File: config.mk
export PLATFORM = sky130hd
export DESIGN_NAME = wdt_timer
export DESIGN_NICKNAME = d
export VERILOG_FILES = /design/src/rtl/wdt_pkg.sv /design/src/rtl/wdt_datapath.sv /design/src/rtl/wdt_control.sv /design/src/rtl/wdt_timer.sv
export SDC_FILE = /design/constraint.sdc
export NUM_CORES = 1
export LEC_CHECK = 0
export ABC_AREA = 1
export BUFFER_PORTS_ARGS = -buffer_cell sky130_fd_sc_hd__buf_2
export CORE_UTILIZATION = 40
export CTS_CLUSTER_SIZE = 12
export DETAILED_ROUTE_END_ITERATION = 10
export SYNTH_ARGS = -nofsm -noshare
export SYNTH_HDL_FRONTEND = slang
export SYNTH_HIERARCHICAL = 1
export SYNTH_SLANG_ARGS = --single-unit
File: constraint.sdc
create_clock -name clk -period 2 [get_ports clk]
set_input_delay 0.3 -clock clk [delete_from_list [all_inputs] [get_ports clk]]
set_output_delay 0.3 -clock clk [all_outputs]
set_load 0.01 [all_outputs]
File: src/rtl/wdt_pkg.sv
package wdt_pkg;
  localparam int REG_W = 8;
  localparam int SEL_W = 3;
  localparam logic [SEL_W-1:0] SEL_MIN = 3'd5;
  localparam logic [SEL_W-1:0] SEL_DEF = 3'd7;
  localparam logic ADDR_CSR = 1'b0;
  localparam logic ADDR_CNT = 1'b1;

  // Fields of a control-register write, gathered from the data bus
  typedef struct packed {
    logic             run;
    logic             mode;
    logic             ovf;
    logic             rsts;
    logic [SEL_W-1:0] sel;
  } csrFields_t;

  // Strobes from control to datapath
  typedef struct packed {
    logic             runEn;
    logic             cntLoad;
    logic             preClear;
    logic [SEL_W-1:0] divSel;
  } ctlStrobes_t;
endpackage

File: src/rtl/wdt_datapath.sv
module wdt_datapath
  import wdt_pkg::*;
#(
  parameter int BASE_LOG2 = 10
) (
  input  logic              clk,
  input  logic              rstN,
  input  ctlStrobes_t       ctl,
  input  logic [REG_W-1:0]  loadVal,
  output logic [REG_W-1:0]  cntVal,
  output logic              wrapEvt
);
  localparam int PRE_W = BASE_LOG2 + 2;

  logic [PRE_W-1:0] preCnt;
  logic [PRE_W-1:0] divMax;
  logic             tick;

  always_comb begin
    case (ctl.divSel)
      3'd5:    divMax = {2'b00, {BASE_LOG2{1'b1}}};
      3'd6:    divMax = {1'b0, {(BASE_LOG2 + 1){1'b1}}};
      default: divMax = {PRE_W{1'b1}};
    endcase
  end

  assign tick    = ctl.runEn && (preCnt == divMax);
  assign wrapEvt = tick && !ctl.cntLoad && (cntVal == {REG_W{1'b1}});

  always_ff @(posedge clk) begin
    if (!rstN) begin
      preCnt <= '0;
    end else if (ctl.preClear) begin
      preCnt <= '0;
    end else if (ctl.runEn) begin
      preCnt <= tick ? '0 : preCnt + 1'b1;
    end
  end

  always_ff @(posedge clk) begin
    if (!rstN) begin
      cntVal <= '0;
    end else if (ctl.cntLoad) begin
      cntVal <= loadVal;
    end else if (tick) begin
      cntVal <= cntVal + 1'b1;
    end
  end


  cnt_hold_chk: assert property (@(posedge clk) disable iff (!rstN)
    (!ctl.runEn && !ctl.cntLoad) |=> $stable(cntVal));

  wrap_zero_chk: assert property (@(posedge clk) disable iff (!rstN)
    wrapEvt |=> (cntVal == '0));

  load_val_chk: assert property (@(posedge clk) disable iff (!rstN)
    ctl.cntLoad |=> (cntVal == $past(loadVal)));
endmodule

File: src/rtl/wdt_control.sv
module wdt_control
  import wdt_pkg::*;
#(
  parameter int RST_CYCLES = 16
) (
  input  logic             clk,
  input  logic             rstN,
  input  logic             wrEn,
  input  logic             wrAddr,
  input  csrFields_t       wrCsr,
  input  logic             wrapEvt,
  output ctlStrobes_t      ctl,
  output logic [REG_W-1:0] csrVal,
  output logic             wdtReset
);
  localparam int RC_W = $clog2(RST_CYCLES + 1);

  logic             runBit, modeBit, ovfBit, rstsBit;
  logic [SEL_W-1:0] selReg;
  logic [RC_W-1:0]  rstLeft;
  logic             csrWr, selWr;
  logic [SEL_W-1:0] selNext;

  assign csrWr   = wrEn && (wrAddr == ADDR_CSR);
  assign selWr   = csrWr && !runBit;
  assign selNext = (wrCsr.sel < SEL_MIN) ? SEL_DEF : wrCsr.sel;

  always_ff @(posedge clk) begin
    if (!rstN) begin
      runBit  <= 1'b0;
      modeBit <= 1'b0;
      selReg  <= SEL_DEF;
    end else if (csrWr) begin
      runBit  <= wrCsr.run;
      modeBit <= wrCsr.mode;
      if (selWr) selReg <= selNext;
    end
  end

  always_ff @(posedge clk) begin
    if (!rstN) begin
      ovfBit  <= 1'b0;
      rstsBit <= 1'b0;
    end else begin
      if (wrapEvt)                  ovfBit <= 1'b1;
      else if (csrWr && !wrCsr.ovf) ovfBit <= 1'b0;
      if (wrapEvt && modeBit)        rstsBit <= 1'b1;
      else if (csrWr && !wrCsr.rsts) rstsBit <= 1'b0;
    end
  end

  always_ff @(posedge clk) begin
    if (!rstN) begin
      rstLeft <= '0;
    end else if (wrapEvt && modeBit) begin
      rstLeft <= RC_W'(RST_CYCLES);
    end else if (rstLeft != '0) begin
      rstLeft <= rstLeft - 1'b1;
    end
  end

  assign wdtReset     = (rstLeft != '0);
  assign ctl.runEn    = runBit;
  assign ctl.cntLoad  = wrEn && (wrAddr == ADDR_CNT);
  assign ctl.preClear = ctl.cntLoad || selWr;
  assign ctl.divSel   = selReg;
  assign csrVal       = {runBit, modeBit, ovfBit, rstsBit, 1'b0, selReg};


  sel_lock_chk: assert property (@(posedge clk) disable iff (!rstN)
    (runBit && csrWr) |=> $stable(selReg));

  ovf_hold_chk: assert property (@(posedge clk) disable iff (!rstN)
    (ovfBit && !(csrWr && !wrCsr.ovf)) |=> ovfBit);

  rst_start_chk: assert property (@(posedge clk) disable iff (!rstN)
    (wrapEvt && modeBit) |=> wdtReset);

  no_rst_chk: assert property (@(posedge clk) disable iff (!rstN)
    (wrapEvt && !modeBit && !wdtReset) |=> !wdtReset);

  rsts_set_chk: assert property (@(posedge clk) disable iff (!rstN)
    (wrapEvt && modeBit) |=> rstsBit);
endmodule

File: src/rtl/wdt_timer.sv
module wdt_timer
  import wdt_pkg::*;
#(
  parameter int BASE_LOG2  = 10,
  parameter int RST_CYCLES = 16
) (
  input  logic             clk,
  input  logic             rstN,
  input  logic             wrEn,
  input  logic             wrAddr,
  input  logic [REG_W-1:0] wrData,
  input  logic             rdAddr,
  output logic [REG_W-1:0] rdData,
  output logic             wdtReset
);
  ctlStrobes_t      ctl;
  csrFields_t       wrCsr;
  logic [REG_W-1:0] cntVal, csrVal;
  logic             wrapEvt;

  assign wrCsr = '{run: wrData[7], mode: wrData[6], ovf: wrData[5],
                   rsts: wrData[4], sel: wrData[2:0]};

  wdt_control #(.RST_CYCLES(RST_CYCLES)) ctrl_i (
    .clk(clk), .rstN(rstN), .wrEn(wrEn), .wrAddr(wrAddr), .wrCsr(wrCsr),
    .wrapEvt(wrapEvt), .ctl(ctl), .csrVal(csrVal), .wdtReset(wdtReset)
  );

  wdt_datapath #(.BASE_LOG2(BASE_LOG2)) dp_i (
    .clk(clk), .rstN(rstN), .ctl(ctl), .loadVal(wrData),
    .cntVal(cntVal), .wrapEvt(wrapEvt)
  );

  assign rdData = (rdAddr == ADDR_CNT) ? cntVal : csrVal;
endmodule

==> results of run 1 <==
## state kept, by name, summed over array words and instances, names as in the netlist
register        count
dp_i/preCnt        12
dp_i/cntVal         8
ctrl_i/rstLeft      5
ctrl_i/selReg       3
ctrl_i/modeBit      1
ctrl_i/ovfBit       1
ctrl_i/rstsBit      1
ctrl_i/runBit       1
## layout make-up
type | count | area, um^2
Multi-Input combinational cell | 199 | 1006
Fill cell | 438 | 2340
Timing Repair Buffer | 25 | 135.1
Tap cell | 52 | 65.06
Inverter | 32 | 120.1
Clock inverter | 2 | 35.03
Sequential cell | 32 | 640.6
Clock buffer | 6 | 72.57
## logic make-up (layout without fill, tap and decap cells)
| logic type | count (synthesis) | count (layout) | share of synthesized area, % |
|---|---|---|---|
| flops | 32 | 32 | 34.32 |
| buf+inv | 45 | 65 | 11.80 |
| simple gates | 158 | 158 | 40.95 |
| other cells | 1 | 1 | 0.2009 |
| compound gates | 35 | 35 | 9.786 |
| fa+ha+maj | 3 | 3 | 2.011 |
| xor+xnor | 2 | 2 | 0.9385 |
## placed cells by master, fill, tap and decap left out, drive strengths merged
cell type | synthesis | layout
nand2 | 87 | 87
dfxtp | 32 | 32
inv | 30 | 30
nand3 | 28 | 28
nor2 | 27 | 27
buf | 13 | 25
a21oi | 21 | 21
o21ai | 10 | 10
clkbuf | 0 | 6
nor3 | 5 | 5
nand4 | 4 | 4
nor3b | 4 | 4
ha | 3 | 3
clkinv | 2 | 3
nand3b | 2 | 2
bufinv | 0 | 1
xnor2 | 1 | 1
conb | 1 | 1
nor4 | 1 | 1
o21bai | 1 | 1
o31ai | 1 | 1
o22ai | 1 | 1
a31oi | 1 | 1
xor2 | 1 | 1
## worst reg2reg max path, cell delays in order, from the launching register on
cell	delay (ns)
dfxtp_1	0.40
ha_1	0.20
nand2_1	0.07
inv_1	0.12
nand4_1	0.16
nor4_4	0.27
nand2_1	0.13
nand2_1	0.10
clkinv_1	0.09
nand2_1	0.10
a21oi_1	0.04
## worst paths after layout
| check | start | to | cells after the start |
|---|---|---|---|
| max | dp_i/cntVal[0] | ctrl_i/rstLeft[3] | 10 |
| min | rstN | ctrl_i/selReg[1] | 2 |
| max reg2reg | dp_i/cntVal[0] | ctrl_i/rstLeft[3] | 10 |
| min reg2reg | ctrl_i/rstLeft[4] | ctrl_i/rstLeft[4] | 2 |
## metal layers
metal	track usage (%)	share of wire, %	wire length (um)
met2	31.01	47	1915
met1	22.23	46	1880
met5	0	0	0
met3	5.628	4.9	199
met4	7.556	1.7	68
## power by group
group / internal, W / switching, W
Combinational: 0.000144 / 0.000212
Sequential: 0.000678 / 0.0000345
Clock: 0.000370 / 0.000251
Total: 0.00119 / 0.000498
## through the flow
step | setup WS, ns | std cells | area [um^2]
floorplan | 0.3044 | 276 | 1867
global placement | 0.3013 | 340 | 1967
detailed placement | 0.2288 | 340 | 1967
CTS | 0.2193 | 348 | 2074
global route | 0.0006226 | 348 | 2074
finish | 0.2227 | 348 | 2074
## what timing repair did
item | in CTS | in global routing
buffers inserted | 0 | 0
resized for setup | 0 | 0
endpoints found under the setup margin | 0 | 2
==> metrics.txt, run 1 <==
Worst IR Drop VDD=0.3321 mV; Yosys cell types=32; crit path capture type=flop; first-pass GRT wire length=around 7300 um; outcome=finished, final reports clean; clk buf depth=2; Async SR Flop Fraction=0%; slowest CP cell=dfxtp_1; Routed WL per cell=~12 um; min-delay worst type=in2reg; WHS=~0.28 ns; Crit path max-delay family=simple AND/OR/NAND/NOR gates; slowest stage delay, CP=around 0.40 ns; largest net degree at the start of global routing=15; top-count cell post-synth=nand2_1; synthesized net count=just under 300; sequential-to-total area share from yosys stat=between 30% and 40%; CORE AREA=approximately 4400 um^2; DIE AREA=between 4000 and 5000 um^2; Area growth syn-to-layout=11.13%; Final nets=between 300 and 400; Final min period=roughly 1.8 ns; cell mode on critical path=nand2_1; vias in the first global route=approximately 1700; fmax=between 500 and 600 MHz; ant diodes=0; Worst-Skew Late Latency=just under 0.3 ns; drt drc=0; Starting Density=between 40% and 50%; Syn Area/Cell=about 6.8 um^2; Synth top area share=roughly a third; Util after Layout=a little under half; Yosys reg bits=32; Yosys Warn Count=6; die height=between 70 and 80 um; gpl congestion=between 0.8 and 0.9; CTS buffer count=5; Final Hold Vio Count=0; post-DR vias/cell=between 4 and 5; TritonCTS clock tree=built; max-cap viol count=0; pwr dens=slightly above 800 nW/um^2; Synth Flop Type=dfxtp_1; I/O Buffers=21; worst-path cell chain=ha_1 -> nand2_1 -> inv_1 -> nand4_1 -> nor4_4 -> nand2_1 -> nand2_1 -> clkinv_1 -> nand2_1 -> a21oi_1; die width=about 70 um; IO Pins=22; max-slew violations=0; Pre-antenna DRT Iters=4; Design Power=about 0.0017 W; flop2flop setup slack=0.22 ns; Final period util=between 80% and 90%; Mapped Cells=around 280; DR iter-0 viols=102; post-DP HPWL=3072 um; Synth top cells by count=nand2_1 (82), dfxtp_1 (32), inv_1 (25), nand3_1 (25); clock-pin slew on the worst setup and hold paths=approximately 0.070 ns; Setup TNS=0 ns; Startpoint Class=flop; Tot GR Track Use=between 10% and 20%; root buf cell=clkbuf_8; CP required=2.18 ns; initial antenna violation count=0; RSZ-0062 raised after global routing=no; cell accounting for the most synthesized area=dfxtp_1; proportion of layout cells with a drive suffix above 1=between 10% and 20%; CP max FO=5; Clock Sinks=32; hold buffer count at CTS=0; worst path bufs/invs=2; GRT overflow=0; H-tree lvl count=2; final setup violation count=0; leakage=slightly above 0.9 nW; Netlist Area Pre-Place=around 1900 um^2; Post-synth EDFFs=0; Area contributors post-synth=dfxtp_1 (34%), nand2_1 (16%), nand3_1 (6.7%), a21oi_1 (5.6%), inv_1 (5.0%); Crit Path Category=reg2reg; WP data arrival=approximately 2 ns; clk_skew=roughly 0.0084 ns; row cnt=24; Final ANT Viol Nets=0; vias post-DR=1734; drt total wl=slightly above 4000 um
No activity file was read; power rests on OpenSTA's default activity.
==> inputs of run 2 (changes only) <==
- CORE_ASPECT_RATIO: unset -> 0.7
==> run 2 against run 1 <==
Routed wire length down 2.0%. Maximum frequency fell by 0.49%. Setup slack got worse by 0.0087 ns. Worst hold slack improved by 0.0042 ns. Sequential power about the same. Combinational power is essentially flat. Critical path type unchanged. Highest routed layer unchanged.
==> metrics.txt, run 2 (synthesis results as in run 1) <==
Final Hold Vio Count=0; Crit Path Category=reg2reg; Internal Power=0.001097 W; clock network fraction of design power=32.4%; slowest CP cell=dfxtp_1; Final min period=~1.8 ns; Tot GR Track Use=around 18%; IO Pins=22; Final WS setup=about 0.21 ns; CP max FO=4; fmax=559.9 MHz; Setup TNS=0 ns; Starting Density=42.39%; die width=roughly 84 um; Worst-Skew Late Latency=roughly 0.28 ns; biggest regs=dp_i/preCnt (12), dp_i/cntVal (8), ctrl_i/rstLeft (5); clk_skew=between 0.007 and 0.008 ns; clock-pin slew on the worst setup and hold paths=about 0.070 ns; Pre-antenna DRT Iters=4; Clock Sinks=32; H-tree lvl count=2; vias post-DR=about 1700; row cnt=20; Startpoint Class=flop; largest net degree at the start of global routing=15; min-delay worst type=in2reg; combinational share of power=roughly 23%; hold buffer count at CTS=0; outcome=finished, final reports clean; TritonCTS clock tree=built; initial antenna violation count=0; Multi-input gate area=about 1000 um^2; register area=between 600 and 700 um^2; Util after Layout=47.05%; GRT overflow=0; commonest non-fill, non-tap cell in the layout=nand2_1; root buf cell=clkbuf_8; most frequent cells in the layout=nand2_1 (82), dfxtp_1 (31), inv_1 (25), nand3_1 (25); proportion of layout cells with a drive suffix above 1=between 15 and 20%; post-DR vias/cell=4.847; final setup violation count=0; pwr dens=between 700 and 800 nW/um^2; clk buf depth=2; switching share of total power=approximately 31%; vias in the first global route=between 1000 and 1500; gpl congestion=0.8515; post-DP HPWL=about 3100 um; register with the most flip-flops=dp_i/preCnt; Final period util=between 80% and 90%; ant diodes=0; DR iter-0 viols=52; die height=around 59 um; slowest stage delay, CP=roughly 0.37 ns; Flop pwr share=45.0%; CP required=2.18 ns; # fillers=498; cell mode on critical path=nand2_1; DIE AREA=just under 5000 um^2; leakage=slightly above 0.9 nW; max-cap viol count=0; Design Power=~0.0016 W; max-slew violations=0; CTS buffer count=5; Net Sw Power=0.0004837 W; Routed WL per cell=~11 um; Setup WS pre-CTS=approximately 0.2 ns; Final nets=between 300 and 400; max reg flops=12; first-pass GRT wire length=~7000 um; CORE AREA=roughly 4400 um^2; drt drc=0; Worst IR Drop VDD=between 0.6 and 0.7 mV; RSZ-0062 raised after global routing=no; WP data arrival=between 1.5 and 2 ns; drt total wl=3981 um; worst-path cell chain=ha_1 -> nand2_1 -> inv_1 -> nand4_1 -> nor4_4 -> nand2_1 -> nand2_1 -> clkinv_1 -> nand2_1 -> nor2_1; Final ANT Viol Nets=0; crit path capture type=flop; Area growth syn-to-layout=10.99%; I/O Buffers=21
==> run 2: changes by cell type in the layout (fill, tap and decap cells not counted) <==
cell,change
bufinv_16,-1
dfxtp_1,-1
clkbuf_8,+1
buf_4,+1
clkbuf_1,-1
clkinv_2,+1
dfxtp_2,+1
==> run 2: area by class of cell <==
cell class                      instances  area share [%]
Multi-Input combinational cell        199           48.55
Sequential cell                        32           30.98
Timing Repair Buffer                   26           6.884
Inverter                               32           5.797
Clock buffer                            6           3.986
Tap cell                               55           3.321
Clock inverter                          2          0.4831
==> run 2: critical path, delay by kind of cell, from the launching register on <==
kind,cells,cell delay [ns]
flops,1,0.37
fa+ha+maj,1,0.20
simple gates,7,0.91
buf+inv,2,0.20
==> run 2: power groups by stage <==
stage	logic, W	registers [W]	clock network (W)
2_1_floorplan	0.000284	0.000719	0
3_3_place_gp	0.000358	0.000726	0
3_5_place_dp	0.000359	0.000725	0
4_1_cts	0.000361	0.000711	0.000530
5_1_grt	0.000406	0.000718	0.000564
6_report	0.000357	0.000711	0.000512
==> run 2: worst paths after layout <==
| kind | slack [ns] | to | startpoint | cells past startpoint |
|---|---|---|---|---|
| min reg2reg | 0.46 | ctrl_i/rstLeft[4] | ctrl_i/rstLeft[4] | 2 |
| max | 0.21 | ctrl_i/rstLeft[2] | dp_i/cntVal[1] | 10 |
| max reg2reg | 0.21 | ctrl_i/rstLeft[2] | dp_i/cntVal[1] | 10 |
| min | 0.28 | ctrl_i/modeBit | wrData[6] | 3 |
==> run 2: timing repair <==
action,in CTS,in global routing
buffers inserted,0,0
resized for setup,0,1
endpoints found under the setup margin,0,2
==> run 2: stage by stage <==
stage | std cells | cell area (um^2) | hold slack, ns
global placement | 344 | 1978 | 0.4653
global route | 352 | 2072 | 0.2728
detailed placement | 344 | 1978 | 0.4556
floorplan | 276 | 1867 | 0.3841
CTS | 352 | 2071 | 0.2696
finish | 352 | 2072 | 0.2826
==> run 2: routing by layer <==
layer	vias up	GRT usage [%]	part of all wire (%)
li1	919	-	-
met3	4	5.571	5.8
met1	750	27.43	57
met2	33	24.74	37
met4	0	5.811	0.78
met5	-	0	0
==> inputs of run 3 (changes only) <==
- ABC_AREA: 1 -> unset
- SYNTH_HIERARCHICAL: 1 -> unset
==> run 3 against run 2 <==
Largest power group unchanged. Flip-flop and latch count did not move. Maximum frequency shrank 5.2%. Sequential power rose by 6.3%. Power is 5.2% higher. Non-clock buffer count increased by 7. Synthesized area is 14% lower. Routed wire length fell by 5.4%. Die area shrank 13%. Clock power down 7.8%. Highest routed layer unchanged.
==> metrics.txt, run 3 <==
outcome=finished, final reports clean; Clock Sinks=32; Tot GR Track Use=around a fifth; Crit Path Category=reg2reg; sequential-to-total area share from yosys stat=39.69%; first-pass GRT wire length=6354 um; vias post-DR=1412; TritonCTS clock tree=built; Setup TNS=0 ns; Area contributors post-synth=dfxtp_1 (40%), mux2_2 (4.9%), xnor2_1 (4.9%), o21ai_0 (4.3%), xor2_1 (4.3%); Mapped Cells=181; clk buf depth=2; root buf cell=clkbuf_8; drt total wl=approximately 3800 um; Final Hold Vio Count=0; Setup WS pre-CTS=~0.034 ns; ant diodes=0; cell accounting for the most synthesized area=dfxtp_1; RSZ-0062 raised after global routing=no; gpl congestion=between 0.8 and 0.9; Final period util=94.16%; Async SR Flop Fraction=0%; CP required=~2.2 ns; Yosys reg bits=32; worst path bufs/invs=0; Synth Flop Type=dfxtp_1; slowest CP cell=or4_1; die height=55.15 um; pwr dens=852.3 nW/um^2; DIE AREA=4297 um^2; Internal Power=0.001147 W; Flop pwr share=about 46%; Starting Density=43.70%; worst-path cell chain=ha_4 -> nand4_4 -> nor4_4 -> o21ai_2 -> or4_1 -> a31oi_1; hold buffer count at CTS=0; leakage=around 0.76 nW; Netlist Area Pre-Place=about 1600 um^2; clk_skew=0.007518 ns; CP max FO=4; relative slew slack=approximately 72%; post-DR vias/cell=5.328; Final WS setup=0.1167 ns; Placed Instances=257; biggest regs=dp_i.preCnt (12), dp_i.cntVal (8), ctrl_i.rstLeft (5); Yosys Warn Count=0; Synth top area share=about two fifths; row cnt=18; min-delay worst type=in2reg; clock-pin slew on the worst setup and hold paths=approximately 0.07 ns; Final ANT Viol Nets=0; max-slew violations=0; die width=77.93 um; vias in the first global route=~1400; clock network fraction of design power=28.4%; CORE AREA=3694 um^2; Net Sw Power=about 0.00052 W; top-count cell post-synth=dfxtp_1; worst r2r src=dp_i.preCnt[1]; I/O Buffers=21; register with the most flip-flops=dp_i.preCnt; max reg flops=12; fmax=~530 MHz; Non-Filler Instances=265; final setup violation count=0; largest net degree at the start of global routing=21; crit path capture type=flop; drt drc=0; Slew @ Worst Pin=0.4141 ns; Worst-Skew Late Latency=approximately 0.28 ns; combinational share of power=about a quarter; slowest stage delay, CP=~0.48 ns; Pre-antenna DRT Iters=4; Routed WL per cell=between 10 and 15 um; CTS buffer count=5; Final min period=~1.9 ns; CP Launch Point=dp_i.preCnt[1]; most frequent cells in the layout=dfxtp_1 (30), buf_2 (21), nor2_1 (18), o21ai_0 (14); post-DP HPWL=2775 um; Syn Area/Cell=around 9 um^2; commonest non-fill, non-tap cell in the layout=dfxtp_1; IO Pins=22; max-cap viol count=0; Hold Startpoint=wrData[7]; Startpoint Class=flop; WP data arrival=2.08 ns; Area growth syn-to-layout=20.85%; initial antenna violation count=0; GRT overflow=0; Post-synth EDFFs=0; switching share of total power=31.03%; Synth top cells by count=dfxtp_1 (32), nor2_1 (18), o21ai_0 (14), nand2_1 (12), xnor2_1 (9); Yosys cell types=36; Crit path max-delay family=simple AND/OR/NAND/NOR gates; synthesized net count=a little under 200; Final nets=232; proportion of layout cells with a drive suffix above 1=a little over a quarter; DR iter-0 viols=63; Worst IR Drop VDD=about 0.44 mV; H-tree lvl count=2
==> run 3: cell types whose count changed in the layout (fill, tap and decap cells not counted), moves of 8 or more <==
cell / previous run / this run
nand2_1: 82 / 12
xnor2_1: 1 / 9
o21ai_0: 6 / 14
a21oi_1: 21 / 7
nand3_1: 25 / 2
inv_1: 25 / 7
==> run 3: power groups by stage <==
stage / logic, W / clock network [W] / registers [W]
after CTS: 0.000439 / 0.000479 / 0.000754
after detailed placement: 0.000436 / 0 / 0.000769
after global placement: 0.000412 / 0 / 0.000765
after global routing: 0.000498 / 0.000514 / 0.000766
final: 0.000435 / 0.000472 / 0.000756
after floorplan: 0.000302 / 0 / 0.000755
==> run 3: final cells by class <==
type	instances	area, um^2
flip-flops and latches	32	643.1
well taps	50	62.56
inverters	7	26.28
fillers	378	1743
multi-input cells	136	945.9
repair buffers	33	195.2
clock buffers	6	72.57
clock inverters	1	5.005
==> run 3: final timing paths <==
path                         end  slack (ns)  cells after the start
hold / removal     ctrl_i.runBit        0.32                      3
setup reg to reg  dp_i.cntVal[3]        0.12                      6
setup / recovery  dp_i.cntVal[3]        0.12                      6
hold reg to reg   ctrl_i.rstsBit        0.49                      2
==> run 3: timing repair <==
| item | in CTS | in global routing |
|---|---|---|
| resized for setup | 0 | 5 |
| endpoints found under the setup margin | 0 | 4 |
| buffers inserted | 0 | 1 |
| hold endpoints to repair | 0 | 0 |
==> run 3: cell families (layout without fill, tap and decap cells) <==
group,count (synthesis),in the layout,share of synthesized area [%]
compound gates,37,37,13.95
xor+xnor,17,17,9.225
mux,10,10,6.745
fa+ha+maj,4,4,3.101
buf+inv,13,47,3.023
simple gates,68,68,24.26
flops,32,32,39.69
==> run 3: layer usage <==
layer  vias up  global-route usage, %  wire length, um
li1        711                      -                -
met1       668                  25.00             1876
met2        28                  34.37             1693
met3         5                  4.754              161
met4         0                  6.481               36
met5         -                      0                0
==> run 3: worst reg2reg max path, cell delays in order, from the launching register on <==
cell and delay, ns:
dfxtp_2 0.37, ha_4 0.15, nand4_4 0.12, nor4_4 0.38, o21ai_2 0.13, or4_1 0.48, a31oi_1 0.18
==> run 3: stage by stage <==
step | hold WS [ns] | instance area, um^2 | power (W) | util, %
6_report | 0.3213 | 1951 | 0.001663 | 52.81
5_1_grt | 0.3224 | 1951 | 0.001778 | 52.81
4_1_cts | 0.3191 | 1919 | 0.001673 | 51.96
3_5_place_dp | 0.4836 | 1842 | 0.001204 | 49.86
3_3_place_gp | 0.4651 | 1842 | 0.001177 | 49.86
2_1_floorplan | 0.4549 | 1614 | 0.001057 | -
